## src/rtl/brres_pkg.sv

```systemverilog
package brres_pkg;
  localparam int XLEN = 32;
  localparam int REGW = 5;

  typedef enum logic [1:0] {
    POL_WAIT  = 2'd0,
    POL_FALL  = 2'd1,
    POL_TAKEN = 2'd2,
    POL_SLOT  = 2'd3
  } br_policy_e;
endpackage

```

## src/rtl/brres_cmp_tgt.sv

```systemverilog
module brres_cmp_tgt #(
  parameter int W = 32
) (
  input  logic         br_ne,
  input  logic [W-1:0] opa,
  input  logic [W-1:0] opb,
  input  logic [W-1:0] imm,
  input  logic [W-1:0] pc,
  output logic         taken,
  output logic [W-1:0] target,
  output logic [W-1:0] fall
);
  localparam logic [W-1:0] WORD = W'(4);

  logic same;

  always_comb begin
    same   = (opa == opb);
    taken  = br_ne ? !same : same;
    fall   = pc + WORD;
    target = fall + (imm << 2);
  end
endmodule

```

## src/rtl/brres_hazard.sv

```systemverilog
module brres_hazard #(
  parameter int RW = 5
) (
  input  logic          clk,
  input  logic          rst_n,
  input  logic          chk,
  input  logic [RW-1:0] rs,
  input  logic [RW-1:0] rt,
  input  logic          ex_wr,
  input  logic [RW-1:0] ex_rd,
  input  logic          mem_ld,
  input  logic [RW-1:0] mem_rd,
  output logic          stall
);
  logic ex_hit, mem_hit;

  always_comb begin
    ex_hit  = ex_wr  && (ex_rd  != '0) && ((ex_rd  == rs) || (ex_rd  == rt));
    mem_hit = mem_ld && (mem_rd != '0) && ((mem_rd == rs) || (mem_rd == rt));
    stall   = chk && (ex_hit || mem_hit);
  end

  AST_ZERO_NO_STALL: assert property (@(posedge clk) disable iff (!rst_n)
    (ex_rd == '0 && mem_rd == '0) |-> !stall);
  AST_NO_CHECK_NO_STALL: assert property (@(posedge clk) disable iff (!rst_n)
    !chk |-> !stall);
endmodule

```

## src/rtl/brres_policy_reg.sv

```systemverilog
module brres_policy_reg
  import brres_pkg::*;
(
  input  logic       clk,
  input  logic       rst_n,
  input  logic       busy,
  input  logic [1:0] sel,
  output br_policy_e pol_q
);
  br_policy_e pol_d;
  logic       load_en;

  always_comb begin
    load_en = !busy;
    pol_d   = br_policy_e'(sel);
  end

  always_ff @(posedge clk or negedge rst_n) begin
    if (!rst_n)       pol_q <= POL_WAIT;
    else if (load_en) pol_q <= pol_d;
  end

  AST_POLICY_FROZEN: assert property (@(posedge clk) disable iff (!rst_n)
    busy |=> $stable(pol_q));
endmodule

```

## src/rtl/brres_ctrl.sv

```systemverilog
module brres_ctrl
  import brres_pkg::*;
#(
  parameter int W  = XLEN,
  parameter int RW = REGW
) (
  input  logic          clk,
  input  logic          rst_n,
  input  logic [1:0]    policy_sel,
  input  logic          id_branch,
  input  logic          id_br_ne,
  input  logic [RW-1:0] id_rs,
  input  logic [RW-1:0] id_rt,
  input  logic [W-1:0]  rs_val,
  input  logic [W-1:0]  rt_val,
  input  logic [W-1:0]  imm_ext,
  input  logic [W-1:0]  id_pc,
  input  logic [W-1:0]  if_pc,
  input  logic          ex_wr_en,
  input  logic [RW-1:0] ex_rd,
  input  logic          mem_ld,
  input  logic [RW-1:0] mem_rd,
  output logic [W-1:0]  next_pc,
  output logic          ifid_flush,
  output logic          fetch_hold
);
  localparam logic [W-1:0] WORD = W'(4);

  br_policy_e pol;
  logic       taken, stall, resolved;
  logic [W-1:0] target, fall, seq_pc, redirect;

  brres_cmp_tgt #(.W(W)) u_cmp (
    .br_ne(id_br_ne), .opa(rs_val), .opb(rt_val), .imm(imm_ext),
    .pc(id_pc), .taken(taken), .target(target), .fall(fall)
  );

  brres_hazard #(.RW(RW)) u_haz (
    .clk(clk), .rst_n(rst_n), .chk(id_branch), .rs(id_rs), .rt(id_rt),
    .ex_wr(ex_wr_en), .ex_rd(ex_rd), .mem_ld(mem_ld), .mem_rd(mem_rd),
    .stall(stall)
  );

  brres_policy_reg u_pol (
    .clk(clk), .rst_n(rst_n), .busy(id_branch), .sel(policy_sel), .pol_q(pol)
  );

  always_comb begin
    seq_pc     = if_pc + WORD;
    resolved   = id_branch && !stall;
    redirect   = taken ? target : fall;
    next_pc    = seq_pc;
    ifid_flush = 1'b0;
    fetch_hold = 1'b0;
    if (stall) begin
      fetch_hold = 1'b1;
      next_pc    = if_pc;
    end else if (resolved) begin
      unique case (pol)
        POL_WAIT, POL_TAKEN: begin
          ifid_flush = 1'b1;
          next_pc    = redirect;
        end
        POL_FALL: begin
          ifid_flush = taken;
          next_pc    = taken ? target : seq_pc;
        end
        POL_SLOT: begin
          next_pc    = taken ? target : seq_pc;
        end
        default: next_pc = seq_pc;
      endcase
    end
  end

  AST_FLUSH_HOLD_EXCL: assert property (@(posedge clk) disable iff (!rst_n)
    !(ifid_flush && fetch_hold));
  AST_SLOT_NEVER_FLUSH: assert property (@(posedge clk) disable iff (!rst_n)
    (pol == POL_SLOT) |-> !ifid_flush);
  AST_IDLE_QUIET: assert property (@(posedge clk) disable iff (!rst_n)
    !id_branch |-> (!ifid_flush && !fetch_hold && next_pc == if_pc + WORD));
  AST_HOLD_KEEPS_PC: assert property (@(posedge clk) disable iff (!rst_n)
    fetch_hold |-> (next_pc == if_pc));
  AST_FALL_NT_KEEP: assert property (@(posedge clk) disable iff (!rst_n)
    (pol == POL_FALL && id_branch && !fetch_hold && next_pc == if_pc + WORD
     && next_pc != target) |-> !ifid_flush);
endmodule

```

## config.mk

```make
export PLATFORM = sky130hd
export DESIGN_NAME = brres_ctrl
export DESIGN_NICKNAME = d
export VERILOG_FILES = /design/src/rtl/brres_pkg.sv /design/src/rtl/brres_cmp_tgt.sv /design/src/rtl/brres_hazard.sv /design/src/rtl/brres_policy_reg.sv /design/src/rtl/brres_ctrl.sv
export SDC_FILE = /design/constraint.sdc
export NUM_CORES = 1
export LEC_CHECK = 0
export BUFFER_PORTS_ARGS = -buffer_cell sky130_fd_sc_hd__clkbuf_2
export CAP_MARGIN = 20
export CORE_UTILIZATION = 30
export CTS_CLUSTER_SIZE = 10
export DETAILED_ROUTE_END_ITERATION = 16
export GPL_TIMING_DRIVEN = 0
export HOLD_SLACK_MARGIN = 0.03
export PLACE_DENSITY_LB_ADDON = 0.15
export SLEW_MARGIN = 30
export SYNTH_ARGS = -nofsm -noshare
export SYNTH_HDL_FRONTEND = slang
export SYNTH_SLANG_ARGS = --single-unit
```

## constraint.sdc

```tcl
create_clock -name clk -period 12.24 [get_ports clk]
set_input_delay 2.448 -clock clk [delete_from_list [all_inputs] [get_ports clk]]
set_output_delay 2.448 -clock clk [all_outputs]
set_load 0.05 [all_outputs]
```

# After elaboration in Yosys (flattened, before gate mapping)
# Cells that the tools add are included.
[totals]
reg_bits = 2
in_bits = 188
out_inout_bits = 34
wordCells = 38
[classes]
addsub = 3
n_eq_ne = 8
mux = 10
reduce_logical = 16
[op_table]
columns = ["cell", "n"]
rows = [
  ["two-way mux 32 bit", 4],
  ["adder 32 x 3 -> 32 bit, second input constant", 2],
  ["one-hot mux 32 bit (2 select lines)", 1],
  ["adder 32 bit", 1],
  ["== test 32 bit", 1],
  ["== test 5 bit", 4],
  ["nonzero test 5 bit", 2],
  ["logical AND 1 bit", 6],
  ["== test 2 bit, second input constant", 2],
  ["two-way mux 1 bit", 4],
  ["OR reduction 2 bit", 2],
  ["logical OR 1 bit", 3],
  ["== test 2 x 1 -> 1 bit, second input constant", 1],
  ["zero test 1 bit", 2],
  ["zero test 2 bit", 1],
  ["one-hot mux 1 bit (2 select lines)", 1],
]

# Logic depth before layout (Yosys ltp)
[logic_depth]
depth_word = 9
depth_mapped = 15

# Modules after synthesis
# Synthesis repeated with hierarchy kept, for this count alone.
[unflattened]
hier_cells = 722
hier_area_um2 = 4685.7
[by_module_without_submodules]
columns = ["module", "n_inst", "cells_per_inst", "area_per_inst_um2", "seq_area_each_um2"]
rows = [
  ["brres_cmp_tgt", 1, 407, 2745.1, 0.0],
  ["brres_ctrl", 1, 276, 1606.5, 0.0],
  ["brres_hazard", 1, 35, 261.5, 0.0],
  ["brres_policy_reg", 1, 4, 72.6, 50.0],
]

# Least setup slack after synthesis
# No wires, ideal clock.
[synth_path]
path_type = "input port to output port"
from = "input id_pc[4]"
to = "output next_pc[31]"
arrival_time_ps = 6019
t_required_ps = 9792
setup_slack_ps = 3773
path_stages = 14
path_buffers = 1
cell_sequence = "buf_2 -> nand3_1 -> nor4_4 -> nand2_1 -> xnor2_1 -> ha_1 -> nand2_1 -> nor2_1 -> nand2_1 -> or3_1 -> o211a_1 -> o21ai_1 -> mux2i_1 -> a211oi_1"
[synth_via]
elab_chain_cells = 6
elab_cells_between_ends = 7
cone_classes = "add/sub (2); mux (5)"
[synth_rtl]
columns = ["element", "line", "text"]
rows = [
  ["start, declared", "brres_ctrl.sv:17", "input logic [W-1:0] id_pc,"],
  ["adder 32 x 3 -> 32 bit *", "brres_cmp_tgt.sv:20", "fall = pc + WORD;"],
  ["adder 32 bit", "brres_cmp_tgt.sv:21", "target = fall + (imm << 2);"],
  ["two-way mux 32 bit (on tied branches)", "brres_ctrl.sv:66, brres_ctrl.sv:69, brres_ctrl.sv:51", ""],
  ["one-hot mux 32 bit (2 select lines) *", "brres_ctrl.sv:59", "unique case (pol)"],
  ["two-way mux 32 bit *", "brres_ctrl.sv:58", "end else if (resolved) begin"],
  ["two-way mux 32 bit *", "brres_ctrl.sv:55", "if (stall) begin"],
  ["end, declared", "brres_ctrl.sv:23", "output logic [W-1:0] next_pc,"],
]
# Mark *: on every way between the ends. The rest lies on a longest branch, timed or not.

# Worst setup path in the final report
[layout_path]
from = "input id_pc[5]"
to = "output next_pc[27]"
# The elaborated chain is that of the path after synthesis.

==> qor.csv <==
metric;value;unit
outcome;finished clean;
ant_nets;0;
final_nets;1134;
drc_errors;0;
hpwl;16100;um
finalCriticalPeriod;8820;ps
path_clk_slew;30;ps
dr.pass1.iters;5;
grt_overflow;0;
track_usage;23.9;%
powerDensity;62.8;nW/um^2
area_growth;29.9;%
dp.cells;1086;
synthCells;688;
tns;0;ps
grt_pass1_vias;5641;
cts_resized;0;
max_cap_viol_count;0;
largestRegisters;u_pol.pol_q x2;
slew_headroom;40.4;%
synth_seq_area_share;1.09;%
coreArea;14800;um^2
finClkSkew;0;ps
grt_max_degree;11;
final.period_utilization;72.1;%
multi_input_area;4370;um^2
cts_buffer_depth;2;
numCtsBuffers;3;
p_leak;0.00277;uW
synth_seq_cells;2;
max_freq;113;MHz
synth_edf_count;0;
start_kind;primary input;
drv_slew;0;
critPathCaptureType;output port;
drt_iter0_markers;591;
min_path_type;flop to flop;
seq_area;50.0;um^2
crit_type;primary input to output port;
fill_cells;1668;
ctsHoldBuffers;0;
port_buffers;214;
post_drt_wl_per_cell;17.6;um
drive_gt1_share;27.5;%
fin_area;5970;um^2
row_count;44;
setup_viol;0;
cts.sinks;2;
die-height;126;um
async_flop_share;100;%
start_util;31.2;%
final_hold_viol_count;0;
routed_wl;19200;um
critical_path_required;9790;ps
peakVddDrop;0.0381;mV
ys.flop_type;dfrtp_1;
place_congestion;0.863;
clk_latency;220;ps
post_cts_buffers;0;
crit_fanout;6;
tightest_slew;890;ps
diodes;0;
syn_avg_cell_area;6.68;um^2
syn_area;4600;um^2
largest_reg_flops;2;
htreeDepth;1;
layout.cells.non_filler;1089;
vias;5908;
vias_per_cell;5.43;
fin_util;40.5;%
cp.arrival;6370;ps
placed_area;5900;um^2
ys_warn_count;0;
syn_nets;915;
die_w;126;um
top_register;u_pol.pol_q;
hold_ws;511;ps
cts_root_buffer;clkbuf_16;
antenna_found_initial;0;
rsz0062_at_grt;false;
grt_pass1_wl;30000;um
ios;222;
cts_tree;yes;
die_area;15800;um^2
synth_cell_types;76;
[metal layers]
| layer | global-route usage (%) | part of all wire [%] | routed length (um) |
|---|---|---|---|
| met1 | 32.7 | 45 | 8690 |
| met2 | 40.7 | 46 | 8790 |
| met4 | 4.39 | 1.8 | 352 |
| met5 | 0 | 0 | 0 |
| met3 | 2.42 | 6.9 | 1320 |
[cell type report]
class	count	area share, %
multi-input combinational	642	73.2
timing repair buffer	214	17.9
tap	184	3.85
buffer	27	1.84
clock buffer	3	1.26
inverter	17	1.07
sequential	2	0.838
[kinds of logic after synthesis]
| family | count (synthesis) | share of synthesized area (%) |
|---|---|---|
| mux | 13 | 2.91 |
| simple gates | 273 | 29.9 |
| xor+xnor | 123 | 23.6 |
| compound gates | 194 | 28.0 |
| fa+ha+maj | 39 | 10.8 |
| flops | 2 | 1.09 |
| buf+inv | 44 | 3.78 |
[synthesized netlist by cell type (all sizes together), types with 2 or more instances]
| cell | instances | area share [%] |
|---|---|---|
| nand4 | 22 | 3.3 |
| a21o | 10 | 1.6 |
| o221ai | 4 | 0.76 |
| or4 | 4 | 0.65 |
| nor3 | 18 | 2.2 |
| a21boi | 5 | 0.82 |
| and2 | 2 | 0.27 |
| o21ai | 43 | 4.7 |
| a211oi | 10 | 1.9 |
| a21oi | 57 | 6.4 |
| nand2 | 68 | 5.6 |
| a2111oi | 2 | 0.38 |
| nor2 | 79 | 6.9 |
| nor2b | 5 | 0.68 |
| or3 | 8 | 1.2 |
| nor4 | 12 | 2.1 |
| mux2i | 10 | 2.2 |
| o2bb2ai | 2 | 0.38 |
| a22oi | 2 | 0.33 |
| nand3b | 2 | 0.33 |
| inv | 17 | 1.4 |
| a31o | 2 | 0.38 |
| o21bai | 3 | 0.49 |
| a31oi | 7 | 1.1 |
| xnor2 | 42 | 8.2 |
| nand3 | 33 | 3.6 |
| ha | 38 | 10 |
| o22ai | 5 | 0.68 |
| mux2 | 3 | 0.73 |
| buf | 9 | 0.93 |
| o32ai | 3 | 0.57 |
| and3 | 11 | 1.5 |
| o211ai | 7 | 1.1 |
| clkbuf | 18 | 1.5 |
| xor2 | 81 | 15 |
| a221oi | 3 | 0.57 |
| o31ai | 2 | 0.33 |
| a311o | 2 | 0.44 |
| o211a | 5 | 1.1 |
| dfrtp | 2 | 1.1 |
| o21a | 6 | 0.98 |
| nand2b | 3 | 0.41 |
| a211o | 3 | 0.57 |
| and4 | 4 | 0.79 |
[worst max-delay path: stages]
cell	delay, ps
clkbuf_2	160
nand4_4	160
or3_4	450
nor2_4	220
nand3_1	120
xnor2_1	290
ha_1	370
a21oi_1	310
a21boi_0	140
o22ai_1	260
nor2_1	100
a2111oi_0	360
o21ai_0	170
xor2_1	180
mux2i_1	90
a21oi_1	220
clkbuf_2	310
[path summary, 6_finish.rpt]
| kind | from | endpoint | slack [ps] | cells past startpoint |
|---|---|---|---|---|
| max reg2reg | u_pol.pol_q[0]$_DFFE_PN0N_ | u_pol.pol_q[0]$_DFFE_PN0N_ | 10260 | 4 |
| max in group asynchronous | rst_n | u_pol.pol_q[1]$_DFFE_PN0N_ | 10120 | 1 |
| max | id_pc[5] | next_pc[27] | 3420 | 17 |
| min | u_pol.pol_q[1]$_DFFE_PN0N_ | u_pol.pol_q[1]$_DFFE_PN0N_ | 510 | 1 |
| min reg2reg | u_pol.pol_q[1]$_DFFE_PN0N_ | u_pol.pol_q[1]$_DFFE_PN0N_ | 510 | 1 |
| min in group asynchronous | rst_n | u_pol.pol_q[0]$_DFFE_PN0N_ | 2010 | 1 |
[placed cells by master, fill, tap and decap left out, types with 11 or more instances in the layout]
master,count
clkbuf_2,214
xor2_1,81
nor2_1,75
nand2_1,67
a21oi_1,55
xnor2_1,41
ha_1,38
nand3_1,33
o21ai_0,29
nand4_1,21
clkbuf_1,18
nor3_1,16
inv_1,16
o21ai_1,14
and3_1,11
[through the flow]
stage / worst slack (ps) / total power, uW
final: 3420 / 375
after global routing: 2990 / 404
after CTS: 3430 / 375
after detailed placement: 3430 / 322
after global placement: 3410 / 323
after floorplan: 3770 / 219
[power breakdown]
part | total, uW | switching (uW) | internal (uW)
registers | 7.57 | 0.251 | 7.32
logic | 318 | 206 | 112
clock network | 50.1 | 8.40 | 41.7
No activity file was read; power rests on OpenSTA's default activity.
